[src/rtl/memop_pkg.sv]
package memop_pkg;

  // Address form selector carried with each operation.
  typedef enum logic [1:0] {
    AM_BASE  = 2'b00,
    AM_INDEX = 2'b01,
    AM_IMM   = 2'b10
  } amode_e;

  // Cost reported for a non-overlapped and an overlapped operation.
  localparam int unsigned COST_SOLO = 2;
  localparam int unsigned COST_OVL  = 1;

endpackage

[src/rtl/memop_regfile.sv]
module memop_regfile #(
  parameter  int XLEN = 32,
  parameter  int NREG = 16,
  parameter  int NRD  = 3,
  localparam int RW   = $clog2(NREG)
) (
  input  logic                      clk,
  input  logic                      rst_n,
  input  logic [NRD-1:0][RW-1:0]    rd_idx,
  output logic [NRD-1:0][XLEN-1:0]  rd_data,
  input  logic                      wr_en,
  input  logic [RW-1:0]             wr_idx,
  input  logic [XLEN-1:0]           wr_data
);

  logic [XLEN-1:0] entry_q [NREG];
  logic [NREG-1:0] entry_we;

  // Per-entry write enable decode.
  always_comb begin
    entry_we = '0;
    for (int e = 0; e < NREG; e++) begin
      entry_we[e] = wr_en && (wr_idx == RW'(e));
    end
  end

  for (genvar g = 0; g < NREG; g++) begin : g_entry
    always_ff @(posedge clk or negedge rst_n) begin
      if (!rst_n) begin
        entry_q[g] <= '0;
      end else if (entry_we[g]) begin
        entry_q[g] <= wr_data;
      end
    end
  end

  for (genvar p = 0; p < NRD; p++) begin : g_rport
    assign rd_data[p] = entry_q[rd_idx[p]];
  end

endmodule

[src/rtl/memop_agen.sv]
module memop_agen
  import memop_pkg::*;
#(
  parameter int XLEN  = 32,
  parameter int IMM_W = 12
) (
  input  logic [1:0]       mode,
  input  logic [XLEN-1:0]  base_val,
  input  logic [XLEN-1:0]  index_val,
  input  logic [IMM_W-1:0] imm,
  output logic [XLEN-1:0]  addr
);

  logic [XLEN-1:0] offset;

  always_comb begin
    case (mode)
      AM_INDEX: offset = index_val;
      AM_IMM:   offset = {{(XLEN-IMM_W){1'b0}}, imm};
      default:  offset = '0;
    endcase
    addr = base_val + offset;
  end

endmodule

[src/rtl/memop_hazard.sv]
module memop_hazard
  import memop_pkg::*;
#(
  parameter int RW = 4
) (
  input  logic          a_valid,
  input  logic          a_store,
  input  logic [RW-1:0] a_rd,
  input  logic [1:0]    in_mode,
  input  logic [RW-1:0] in_rb,
  input  logic [RW-1:0] in_ri,
  output logic          in_ready
);

  logic base_hit;
  logic index_hit;
  logic addr_dep;

  always_comb begin
    base_hit  = (in_rb == a_rd);
    index_hit = (in_mode == AM_INDEX) && (in_ri == a_rd);
    addr_dep  = a_valid && !a_store && (base_hit || index_hit);
    // An empty address stage always takes a new operation; an occupied one
    // hands over only when it holds a load the newcomer does not depend on.
    in_ready  = !a_valid || (!a_store && !addr_dep);
  end

endmodule

[src/rtl/memop_issue.sv]
module memop_issue
  import memop_pkg::*;
#(
  parameter int XLEN  = 32,
  parameter int NREG  = 16,
  parameter int IMM_W = 12,
  parameter int CNT_W = 2
) (
  input  logic             clk,
  input  logic             rst_n,
  input  logic             in_valid,
  output logic             in_ready,
  input  logic             in_store,
  input  logic [1:0]       in_mode,
  input  logic [$clog2(NREG)-1:0] in_rd,
  input  logic [$clog2(NREG)-1:0] in_rb,
  input  logic [$clog2(NREG)-1:0] in_ri,
  input  logic [IMM_W-1:0] in_imm,
  output logic             bus_avalid,
  output logic [XLEN-1:0]  bus_addr,
  output logic             bus_write,
  output logic [XLEN-1:0]  bus_wdata,
  input  logic [XLEN-1:0]  bus_rdata,
  output logic             done_valid,
  output logic [CNT_W-1:0] done_cycles
);

  localparam int RW  = $clog2(NREG);
  localparam int NRD = 3;

  // Address-phase stage
  logic             a_valid_q, a_valid_d;
  logic             a_store_q;
  logic [1:0]       a_mode_q;
  logic [RW-1:0]    a_rd_q, a_rb_q, a_ri_q;
  logic [IMM_W-1:0] a_imm_q;
  logic             a_ovl_q, a_ovl_d;
  logic             a_en;

  // Data-phase stage
  logic             d_valid_q, d_valid_d;
  logic             d_store_q;
  logic [RW-1:0]    d_rd_q;
  logic [XLEN-1:0]  d_wdata_q, d_wdata_d;
  logic             d_ovl_q;
  logic             d_en;

  logic                      accept;
  logic [NRD-1:0][RW-1:0]    rf_ridx;
  logic [NRD-1:0][XLEN-1:0]  rf_rdata;
  logic                      rf_we;
  logic                      fwd_hit;
  logic [XLEN-1:0]           agen_addr;

  memop_hazard #(.RW(RW)) u_hazard (
    .a_valid  (a_valid_q),
    .a_store  (a_store_q),
    .a_rd     (a_rd_q),
    .in_mode  (in_mode),
    .in_rb    (in_rb),
    .in_ri    (in_ri),
    .in_ready (in_ready)
  );

  memop_regfile #(.XLEN(XLEN), .NREG(NREG), .NRD(NRD)) u_rf (
    .clk     (clk),
    .rst_n   (rst_n),
    .rd_idx  (rf_ridx),
    .rd_data (rf_rdata),
    .wr_en   (rf_we),
    .wr_idx  (d_rd_q),
    .wr_data (bus_rdata)
  );

  memop_agen #(.XLEN(XLEN), .IMM_W(IMM_W)) u_agen (
    .mode      (a_mode_q),
    .base_val  (rf_rdata[0]),
    .index_val (rf_rdata[1]),
    .imm       (a_imm_q),
    .addr      (agen_addr)
  );

  // Next-state logic
  always_comb begin
    accept     = in_valid && in_ready;
    a_en       = accept;
    a_valid_d  = accept;
    // Taking an op while the stage is occupied means it rides the load's data phase.
    a_ovl_d    = a_valid_q;

    rf_ridx[0] = a_rb_q;
    rf_ridx[1] = a_ri_q;
    rf_ridx[2] = a_rd_q;

    rf_we      = d_valid_q && !d_store_q;
    fwd_hit    = rf_we && (d_rd_q == a_rd_q);
    d_wdata_d  = fwd_hit ? bus_rdata : rf_rdata[2];
    d_en       = a_valid_q;
    d_valid_d  = a_valid_q;
  end

  // Registers
  always_ff @(posedge clk or negedge rst_n) begin
    if (!rst_n) begin
      a_valid_q <= 1'b0;
      d_valid_q <= 1'b0;
    end else begin
      a_valid_q <= a_valid_d;
      d_valid_q <= d_valid_d;
    end
  end

  always_ff @(posedge clk or negedge rst_n) begin
    if (!rst_n) begin
      a_store_q <= 1'b0;
      a_mode_q  <= AM_BASE;
      a_rd_q    <= '0;
      a_rb_q    <= '0;
      a_ri_q    <= '0;
      a_imm_q   <= '0;
      a_ovl_q   <= 1'b0;
    end else if (a_en) begin
      a_store_q <= in_store;
      a_mode_q  <= in_mode;
      a_rd_q    <= in_rd;
      a_rb_q    <= in_rb;
      a_ri_q    <= in_ri;
      a_imm_q   <= in_imm;
      a_ovl_q   <= a_ovl_d;
    end
  end

  always_ff @(posedge clk or negedge rst_n) begin
    if (!rst_n) begin
      d_store_q <= 1'b0;
      d_rd_q    <= '0;
      d_wdata_q <= '0;
      d_ovl_q   <= 1'b0;
    end else if (d_en) begin
      d_store_q <= a_store_q;
      d_rd_q    <= a_rd_q;
      d_wdata_q <= d_wdata_d;
      d_ovl_q   <= a_ovl_q;
    end
  end

  // Outputs
  always_comb begin
    bus_avalid  = a_valid_q;
    bus_addr    = agen_addr;
    bus_write   = a_store_q;
    bus_wdata   = (d_valid_q && d_store_q) ? d_wdata_q : '0;
    done_valid  = d_valid_q;
    done_cycles = d_ovl_q ? CNT_W'(COST_OVL) : CNT_W'(COST_SOLO);
  end

endmodule

[config.mk]
export PLATFORM = sky130hd
export DESIGN_NAME = memop_issue
export DESIGN_NICKNAME = d
export VERILOG_FILES = /design/src/rtl/memop_pkg.sv /design/src/rtl/memop_regfile.sv /design/src/rtl/memop_agen.sv /design/src/rtl/memop_hazard.sv /design/src/rtl/memop_issue.sv
export SDC_FILE = /design/constraint.sdc
export NUM_CORES = 1
export LEC_CHECK = 0
export ABC_CLOCK_PERIOD_IN_PS = 5700
export CAP_MARGIN = 10
export CELL_PAD_IN_SITES_DETAIL_PLACEMENT = 1
export CELL_PAD_IN_SITES_GLOBAL_PLACEMENT = 2
export CORE_MARGIN = 3
export CORE_UTILIZATION = 35
export DETAILED_ROUTE_END_ITERATION = 7
export GPL_TIMING_DRIVEN = 0
export HOLD_SLACK_MARGIN = 0.15
export PLACE_DENSITY = 0.73
export SLEW_MARGIN = 25
export SYNTH_ARGS = -nofsm -noshare
export SYNTH_HDL_FRONTEND = slang
export SYNTH_SLANG_ARGS = --single-unit
[constraint.sdc]
create_clock -name clk -period 5.7 [get_ports clk]
set_input_delay 1.14 -clock clk [delete_from_list [all_inputs] [get_ports clk]]
set_output_delay 1.14 -clock clk [all_outputs]
set_load 0.005 [all_outputs]
# Word level (Yosys, flattened, before mapping)
# Cells that the tools add are included.
classes:
  addsub: 1
  order_cmp: 3
  n_eq_ne: 21
  muxes: 13
  n_bitwise: 3
  n_reduce_logical: 31
op_table:
  columns: ["op", "count"]
  rows:
  - ["32-bit binary-select mux with 4-bit select", 3]
  - ["32-bit 2-to-1 mux", 8]
  - ["32-bit one-hot mux with 2 select lines", 1]
  - ["32-bit adder", 1]
  - ["4-bit == test, second input constant", 8]
  - ["1-bit logical AND", 24]
  - ["4-bit by 3-bit == test with 1-bit output, second input constant", 4]
  - ["5-bit >= comparator, second input constant", 3]
  - ["4-bit inverter with 5-bit output", 3]
  - ["4-bit == test", 3]
  - ["4-bit by 2-bit == test with 1-bit output, second input constant", 2]
  - ["2-bit by 1-bit == test with 1-bit output, second input constant", 2]
  - ["4-bit by 1-bit == test with 1-bit output, second input constant", 1]
  - ["1-bit logical NOT", 4]
  - ["4-bit logical NOT", 1]
  - ["2-bit == test, second input constant", 1]
  - ["1-bit logical OR", 2]
  - ["2-bit 2-to-1 mux", 1]
word_totals:
  reg_bits: 580
  in_bits: 62
  output_inout_bits: 70
  elab_cells: 101

# Longest topological paths before layout
# Gate-level depths: netlist of run 1.
depth:
  depth_word: 8
  ltp_mapped: 16

# Modules after synthesis
# From an unflattened synthesis of run 1, not the netlist that was laid out.
unflattened:
  hier_cells: 2583
  hier_area_um2: 35615.4
modules_own_cells:
  columns: ["module", "instances", "cells_per_inst", "area_per_inst_um2", "seq_area_each_um2"]
  rows:
  - ["memop_regfile", 1, 1947, 30145.2, 12812.3]
  - ["memop_issue", 1, 307, 3220.6, 1701.6]
  - ["memop_agen", 1, 317, 2145.8, 0.0]
  - ["memop_hazard", 1, 12, 103.8, 0.0]

# Worst setup path before layout of run 1
# OpenSTA, ideal clock, no wires.
synth_timing:
  path_kind: "register to output"
  from: "reg a_rb_q[1]"
  to: "out bus_addr[30]"
  arrival_time_ps: 3878
  required_ps: 4560
  setup_slack_ps: 682
  path_stages_with_launch: 16
  path_buffers: 3
  cell_sequence: "dfrtp_1 -> clkbuf_1 -> clkbuf_1 -> clkbuf_1 -> mux4_2 -> mux4_2 -> ha_1 -> inv_1 -> fa_1 -> nor2b_1 -> o2111ai_1 -> a21oi_1 -> o211a_1 -> a211o_1 -> a41oi_1 -> xnor2_1"
synth_via:
  elab_chain_len: 5
synth_lines:
  columns: ["item", "line_no", "source"]
  rows:
  - ["start, declared", "memop_issue.sv:35", "logic [RW-1:0] a_rd_q, a_rb_q, a_ri_q;"]
  - ["start signal, assigned", "memop_issue.sv:126", "a_rb_q <= in_rb;"]
  - ["4-bit inverter with 5-bit output (not written as such)", "memop_regfile.sv:38", "assign rd_data[p] = entry_q[rd_idx[p]];"]
  - ["32-bit binary-select mux with 4-bit select", "memop_regfile.sv:38", null]
  - ["32-bit 2-to-1 mux (not written as such) (2 in a row)", "memop_regfile.sv:38", null]
  - ["32-bit adder", "memop_agen.sv:22", "addr = base_val + offset;"]
  - ["end, declared", "memop_issue.sv:20", "output logic [XLEN-1:0] bus_addr,"]
# Every way passes these cells. The select of a mux whose other input is x is not followed.

# Worst setup path in the final report of run 1
layout_timing:
  from: "reg a_ri_q[0]"
  to: "out bus_addr[31]"
layout_via:
  elab_chain_len: 6
layout_lines:
  columns: ["item", "line_no", "source"]
  rows:
  - ["start, declared", "memop_issue.sv:35", null]
  - ["start signal, assigned", "memop_issue.sv:127", "a_ri_q <= in_ri;"]
  - ["4-bit inverter with 5-bit output (not written as such)", "memop_regfile.sv:38", null]
  - ["32-bit binary-select mux with 4-bit select", "memop_regfile.sv:38", null]
  - ["32-bit 2-to-1 mux (not written as such) (2 in a row)", "memop_regfile.sv:38", null]
  - ["32-bit one-hot mux with 2 select lines", "memop_agen.sv:17", "case (mode)"]
  - ["32-bit adder", "memop_agen.sv:22", null]
# Every way passes these cells. The select of a mux whose other input is x is not followed.

==> results.md, run 1 <==
- Core Rows: 116
- Largest net degree at the start of global routing: 90
- GPL Wtd Cong: 0.8813
- DRC Markers: 0
- Post-layout minimum cycle time: 6.219 ns
- Clk pin slew, worst setup/hold paths: 0.06 ns
- Crit end category: output port
- GR Util All Layers: 26.99%
- Clock Tree Root: clkbuf_16
- Die area: 105200 um2
- Vias per inst: 6.368
- Setup slack after layout: -0.5187 ns
- Core area: 100300 um2
- Syn nets: 2393
- Cell Area, Synth: 35470 um2
- Layout area overhead: 21.15%
- Hold Path Class: input port to async pin
- Fin. max-slew vios: 0
- TritonRoute pass-1 iters: 5
- Power Dens Cells: 576.2 nW/um2
- Most frequent cells in the layout: dfrtp_1, mux4_2, mux2_2
- Worst reg2reg setup slack: 2.14 ns
- WP data arrival: 5.08 ns
- Cts bufs inserted: 73
- Max Fclk: 0.1608 GHz
- Initial Util: 35.37%
- # nets final: 2678
- Worst Max-Slew Pin Slew: 1.206 ns
- Post-Synthesis Cells: 2297
- Final Hold Viols: 0
- RSZ-0062 raised after global routing: yes
- First-pass GRT wire length: 204.2 mm
- Crit Path Max Fanout: 10
- Critical R2R Capture: d_wdata_q[11]
- #FFs+latches synth: 580
- Filler cells: 9904
- Critical Path, Cell by Cell: buf_6 > buf_12 > buf_12 > buf_16 > mux4_2 > mux4_2 > nor2b_1 > ha_4 > o2111ai_1 > o21bai_4 > buf_6 > a2111oi_4 > nor4_2 > buf_4 > o21ai_4 > xnor2_4 > buf_2
- Syn_area_per_cell: 15.44 um2
- Max IR drop VDD: 229.6 uV
- Deepest clock path buffer count: 3
- Slew HR: 19.59%
- Synth unique cells: 55
- Placed Area: 38820 um2
- PortBufs: 131
- Crit path largest cell delay: 0.53 ns
- CTS tree: done
- GR Overflow Total: 0
- Cells after DPL: 3798
- Design area: 42970 um2
- Initial antenna violation count: 2
- Yosys warns: 0
- Design Power: 24760 uW
- Setup Crit Path Kind: register to output port
- Outcome: complete, but fails checks
- Reg2Reg Depth: 7
- Main synth FF type: dfrtp_1
- Final ANT Viol Nets: 0
- Critical Path Slowest Stage Cell: mux4_2
- Synth area leader: dfrtp_1
- Fin crit share: 109.1%
- Initial DRC Count: 2816
- WL/cell: 35.98 um
- Sequential area share after synthesis: 40.92%
- Worst R2R Start: a_rd_q[1]
- Worst Setup Start Kind: register
- Commonest non-fill, non-tap cell in the layout: dfrtp_1
- Largest cells by area after synthesis: dfrtp_1, mux4_2, mux2_2
- I/O pin count: 132
- Worst Path Required: 4.56 ns
- Async set or reset register ratio after synthesis: 100.0%
- Non-Filler Instances: 3997
- Skew-Pair Late Insertion Delay: 0.66 ns
- Die Y: 324.3 um
- Violated checks: negative setup slack
- Final setup viols: 20
- Clock Sinks: 580
- Chip width: 324.3 um
- Routed WL: 143.8 mm
- Via count: 25450
- Number of global-route vias before repair: 27160
- Max-capacitance violation count: 0
- Post-synth top area share: 40.92%
- Core Util, Final: 42.85%
- H-tree Lvls: 3
- Fin Clk Skew: 0.02694 ns
- Post-detail-place hpwl: 96.08 mm
- Share of layout cells above drive strength 1: 50.81%
- Leakage power: 0.01744 uW
- EDFF count, synth: 0
per-layer routing:
metal	track usage, %	share of wire, %	wire length, um
met1	35.26	39	56590
met4	11.87	5.3	7597
met5	0	0	0
met2	42.45	46	66740
met3	7.060	9.0	12880
cells by family (layout without fill, tap and decap cells):
kind of cell / Yosys count / count (layout) / share of synthesized area [%]
flip-flops: 580 / 580 / 40.92
multiplexers: 1054 / 1054 / 48.52
XOR/XNOR: 41 / 41 / 1.012
buffers and inverters: 253 / 595 / 3.189
AO/OA/AOI/OAI: 144 / 144 / 2.466
other: 0 / 1 / 0
adder cells (fa/ha/maj): 34 / 34 / 1.221
AND/OR/NAND/NOR: 191 / 191 / 2.674
area by class of cell:
type	instances	area, um2	area share (%)
flip-flops and latches	580	14520	33.78
multi-input cells	1464	20540	47.79
repair buffers	217	2268	5.279
clock buffers	103	2111	4.912
well taps	1357	1698	3.951
diodes	1	2.502	0.005823
inverters	24	90.09	0.2096
clock inverters	29	270.3	0.6289
plain buffers	222	1478	3.439
Yosys cell counts (8+ instances only):
cell type / instances
xor2_1: 15
buf_6: 10
a21oi_1: 60
nor2b_1: 27
o21ai_1: 18
mux2_1: 143
a21o_1: 13
nand2_1: 41
dfrtp_1: 580
xnor2_1: 26
ha_1: 33
inv_1: 24
buf_2: 58
buf_4: 9
mux4_2: 478
and3_1: 36
mux2i_1: 33
nand3_1: 8
mux2_2: 400
o21ai_0: 13
clkbuf_1: 110
nor2_1: 54
buf_1: 42
timing repair:
action	in CTS	in global routing
buffers inserted	49	20
cloned	2	0
pin swaps	53	45
resized for setup	327	44
hold buffers	0	0
endpoints found under the setup margin	31	25
report_power, final:
group	switching (uW)	leakage (uW)	total, uW	internal (uW)
Sequential	1930	0.00702	7980	6050
Clock	1980	0.00118	4710	2730
Combinational	5240	0.00924	12100	6830
Total	9150	0.0174	24800	15600
state kept, by name, indices dropped and copies added (netlist names):
name	flops
u_rf.entry_q	512
a_ri_q	4
done_valid	1
bus_avalid	1
d_rd_q	4
a_imm_q	12
a_rb_q	4
d_store_q	1
d_wdata_q	32
a_mode_q	2
a_rd_q	4
d_ovl_q	1
bus_write	1
a_ovl_q	1
worst max-delay path, delay by kind of cell, from the launching register on:
kind / cells / cell delay, ns
adders and majority gates: 1 / 0.38
xor gates and xnor gates: 1 / 0.18
DFF: 1 / 0.48
and+or+nand+nor: 2 / 0.26
AOI/OAI and AO/OA: 4 / 1.07
buffers and inverters: 7 / 1.01
muxes: 2 / 1.01
how the worst max path moves through the flow:
| stage | from | to |
|---|---|---|
| finish | a_ri_q[0] | bus_addr[31] |
| global route | a_ri_q[0] | bus_addr[31] |
| CTS | a_ri_q[0] | bus_addr[31] |
| detailed placement | a_rb_q[1] | bus_addr[31] |
| global placement | rst_n | d_wdata_q[11] |
| floorplan | a_rb_q[1] | bus_addr[30] |
metrics by stage:
stage	hold slack, ns	setup TNS [ns]	setup WS, ns
2_1_floorplan	0.3941	0	0.6821
3_3_place_gp	0.3976	-	-22.85
3_5_place_dp	0.4071	-25.75	-2.386
4_1_cts	0.3956	-4.956	-0.5178
5_1_grt	0.4315	-8.281	-0.6129
6_report	0.4072	-6.288	-0.5187
(Power assumes the default switching activity.)
==> inputs of run 2 (changes only) <==
--- a/config.mk
+++ b/config.mk
@@ -5,7 +5,6 @@
 export SDC_FILE = /design/constraint.sdc
 export NUM_CORES = 1
 export LEC_CHECK = 0
-export ABC_CLOCK_PERIOD_IN_PS = 5700
 export CAP_MARGIN = 10
 export CELL_PAD_IN_SITES_DETAIL_PLACEMENT = 1
 export CELL_PAD_IN_SITES_GLOBAL_PLACEMENT = 2
==> results of run 2 <==
The final DEF is identical to that of run 1; final timing and power are the same.
==> inputs of run 3 (changes only) <==
--- a/config.mk
+++ b/config.mk
@@ -5,6 +5,7 @@
 export SDC_FILE = /design/constraint.sdc
 export NUM_CORES = 1
 export LEC_CHECK = 0
+export ABC_AREA = 0
 export CAP_MARGIN = 10
 export CELL_PAD_IN_SITES_DETAIL_PLACEMENT = 1
 export CELL_PAD_IN_SITES_GLOBAL_PLACEMENT = 2
@@ -13,8 +14,9 @@
 export DETAILED_ROUTE_END_ITERATION = 7
 export GPL_TIMING_DRIVEN = 0
 export HOLD_SLACK_MARGIN = 0.15
-export PLACE_DENSITY = 0.73
+export PLACE_DENSITY = 0.75
 export SLEW_MARGIN = 25
 export SYNTH_ARGS = -nofsm -noshare
 export SYNTH_HDL_FRONTEND = slang
+export SYNTH_HIERARCHICAL = 1
 export SYNTH_SLANG_ARGS = --single-unit
==> run 3 against run 2 <==
  * The flow still finishes with violations (negative setup slack)
  * First-iteration DRC count down 11%
  * Sequential share of layout area down 0.12 points
  * Core utilization up 0.081 points
  * Register-to-register slack worse by 0.05 ns
  * Global-route usage down 0.39 points
  * Wire length down 0.52%
  * Power down 3.3%
  * Clock power about the same
  * Fmax up 3.7%
  * Via count up 5.9%
  * Clock skew down 0.0053 ns
  * Hold slack better by 0.064 ns
  * Critical path type unchanged
  * Critical endpoint unchanged
  * Highest routed layer unchanged
==> results.md, run 3 <==
- Outcome: complete, but fails checks
- Violated checks: negative setup slack
- Initial Util: 35.46%
- Hold Path Class: input port to async pin
- Final ANT Viol Nets: 0
- Leakage power: 0.01761 uW
- # nets final: 2943
- Sequential area share after synthesis: 40.75%
- H-tree Lvls: 3
- First-pass GRT wire length: 205.3 mm
- Clock Tree Root: clkbuf_16
- Worst Setup Start Kind: register
- Reg power frac: 33.2%
- Power Dens Cells: 555.1 nW/um2
- Deepest clock path buffer count: 3
- Worst Path Required: 4.56 ns
- Synth unique cells: 63
- Post-layout minimum cycle time: 6.000 ns
- Post-Synth Simple-Gate Area: 4.662%
- Final setup viols: 13
- RSZ-0062 raised after global routing: yes
- Crit Path Max Fanout: 10
- Fin. max-slew vios: 0
- Max IR drop VDD: 287.3 uV
- Slew HR: 26.75%
- Worst R2R Start: a_rd_q[1]
- Clock Sinks: 580
- Post-synthesis xor/xnor area fraction: 0.9345%
- Routed WL: 143.1 mm
- Sequential Area: 14520 um2
- Cell Area, Synth: 35620 um2
- Syn_area_per_cell: 13.79 um2
- Area occupied by multi-input gates: 20750 um2
- Clk pwr share: 19.6%
- Max Fclk: 0.1667 GHz
- #FFs+latches synth: 580
- Most frequent cells in the layout: dfrtp_1, mux2_2, mux4_2
- Design Power: 23940 uW
- Post-synth top area share: 40.75%
- Largest family of logic cells by synthesized area: multiplexers
- EDFF count, synth: 0
- Main synth FF type: dfrtp_1
- Max-capacitance violation count: 0
- Cts bufs inserted: 70
- Largest net degree at the start of global routing: 95
- GPL Wtd Cong: 0.8966
- PortBufs: 131
- Core Rows: 116
- Chip width: 325.0 um
- Core Util, Final: 42.93%
- Post-Synth Adder-Cell Area: 1.216%
- Yosys warns: 6
- Post-synth top cells: dfrtp_1, mux2_2, mux4_2, a22oi_1, clkbuf_1
- Biggest register: u_rf/entry_q
- Commonest non-fill, non-tap cell in the layout: dfrtp_1
- Synth Area in Compound Gates: 7.427%
- Fin crit share: 105.3%
- Internal power: 14830 uW
- Synth area leader: dfrtp_1
- GR Overflow Total: 0
- Syn nets: 2679
- Setup Crit Path Kind: register to output port
- Max FFs per register: 512
- Via count: 26950
- I/O pin count: 132
- Mux contribution to synthesized area: 41.51%
- WL/cell: 33.58 um
- Most frequent cell after synthesis: dfrtp_1
- Async set or reset register ratio after synthesis: 100.0%
- Switch share: 38.03%
- TritonRoute pass-1 iters: 7
- Die Y: 325.0 um
- Post-detail-place hpwl: 98.92 mm
- Die area: 105600 um2
- Initial DRC Count: 2513
- Fin Clk Skew: 0.02161 ns
- WP data arrival: 4.86 ns
- Clk pin slew, worst setup/hold paths: 0.06 ns
- Layout area overhead: 21.06%
- Number of global-route vias before repair: 28690
- Share of layout cells above drive strength 1: 49.12%
- Largest cells by area after synthesis: dfrtp_1, mux4_2, mux2_2
- GR Util All Layers: 26.60%
- Largest registers: u_rf/entry_q (512), d_wdata_q (32), a_imm_q (12)
- Final Hold Viols: 0
- Crit end category: output port
- Post-Synthesis Cells: 2583
- CTS tree: done
- Comb pwr share: 47.2%
- Sw Pwr: 9102 uW
- Crit path from: a_rb_q[1]
- Final TNS setup: -2.363 ns
- Filler cells: 10200
- Worst Max-Slew Pin Slew: 1.099 ns
- Skew-Pair Late Insertion Delay: 0.63 ns
- Core area: 100400 um2
- DRC Markers: 0
- Setup slack after layout: -0.2997 ns
- Vias per inst: 6.324
- Initial antenna violation count: 1
[run 3: cell types whose count changed after synthesis, sizes merged, moves of 12 or more]
cell    before  now
a31oi        7   37
nor2b       27   10
o21ai       31   57
clkbuf     110  148
nand2       41  132
and2         3   24
a21oi       60   37
mux4       478  384
a22oi        1  192
mux2i       33    0
a22o         0   12
nand3        8   42
[run 3: power by group through the flow]
stage | logic, uW | registers (uW) | clock network, uW
after floorplan | 7140 | 7160 | 0
after global placement | 10100 | 7550 | 0
after detailed placement | 10300 | 7900 | 0
after CTS | 11000 | 7850 | 4760
after global routing | 11900 | 8160 | 4960
final | 11300 | 7940 | 4690
[run 3: cells by family after synthesis]
| kind of cell | after synthesis |
|---|---|
| XOR/XNOR | 38 |
| adder cells (fa/ha/maj) | 34 |
| AND/OR/NAND/NOR | 345 |
| flip-flops | 580 |
| buffers and inverters | 276 |
| multiplexers | 929 |
| AO/OA/AOI/OAI | 381 |
[run 3: cell type report]
class | instances | share of cell area [%]
clock buffers | 104 | 5.044
flip-flops and latches | 580 | 33.67
diodes | 1 | 0.005804
well taps | 1357 | 3.938
multi-input cells | 1727 | 48.12
plain buffers | 255 | 3.883
repair buffers | 200 | 4.724
clock inverters | 24 | 0.5078
inverters | 13 | 0.1132
[run 3: stage by stage]
step           instance area, um2  hold WS [ns]  std cells  setup WS, ns
6_report                    43120        0.4711       4261       -0.2997
5_1_grt                     43110        0.4905       4260       -0.3661
4_1_cts                     42760        0.4633       4241       -0.3395
3_5_place_dp                38800        0.4928       4077        -1.641
3_3_place_gp                38620        0.4721       4071        -22.23
2_1_floorplan               35620        0.4098       2583        0.9866
[run 3: per-layer routing]
layer  wire, um  global-route usage [%]  vias up
met5          0                       0        -
met4       7992                   13.76        0
met3      11390                   6.898      353
met2      66240                   41.35     1292
met1      57440                   34.36    14590
li1           -                       -    10710
[run 3: worst paths after layout]
kind / end / cells after the start / slack, ns
setup / recovery: bus_addr[31] / 14 / -0.30
hold / removal: done_valid / 1 / 0.47
setup reg to reg: d_wdata_q[18] / 7 / 2.09
hold reg to reg: d_ovl_q / 2 / 0.50
max in group asynchronous: u_rf/entry_q[214] / 4 / 3.52
min in group clk: d_ovl_q / 2 / 0.50
[run 3: worst max-delay path, cell delays in order, from the launching register on]
cell	delay [ns]
dfrtp_1	0.48
clkbuf_4	0.33
clkbuf_4	0.33
mux4_2	0.36
a22oi_2	0.25
nand2_2	0.17
ha_4	0.31
a211oi_4	0.06
o31a_1	0.39
a2111o_2	0.64
a21oi_4	0.30
buf_6	0.14
a41oi_2	0.09
xnor2_1	0.21
buf_2	0.15
[run 3: what timing repair did]
| item | CTS | global route |
|---|---|---|
| hold buffers | 0 | 0 |
| resized for setup | 398 | 61 |
| buffers inserted | 40 | 22 |
| setup endpoints to repair | 31 | 24 |
| pin swaps | 61 | 41 |
| gates cloned | 3 | 1 |
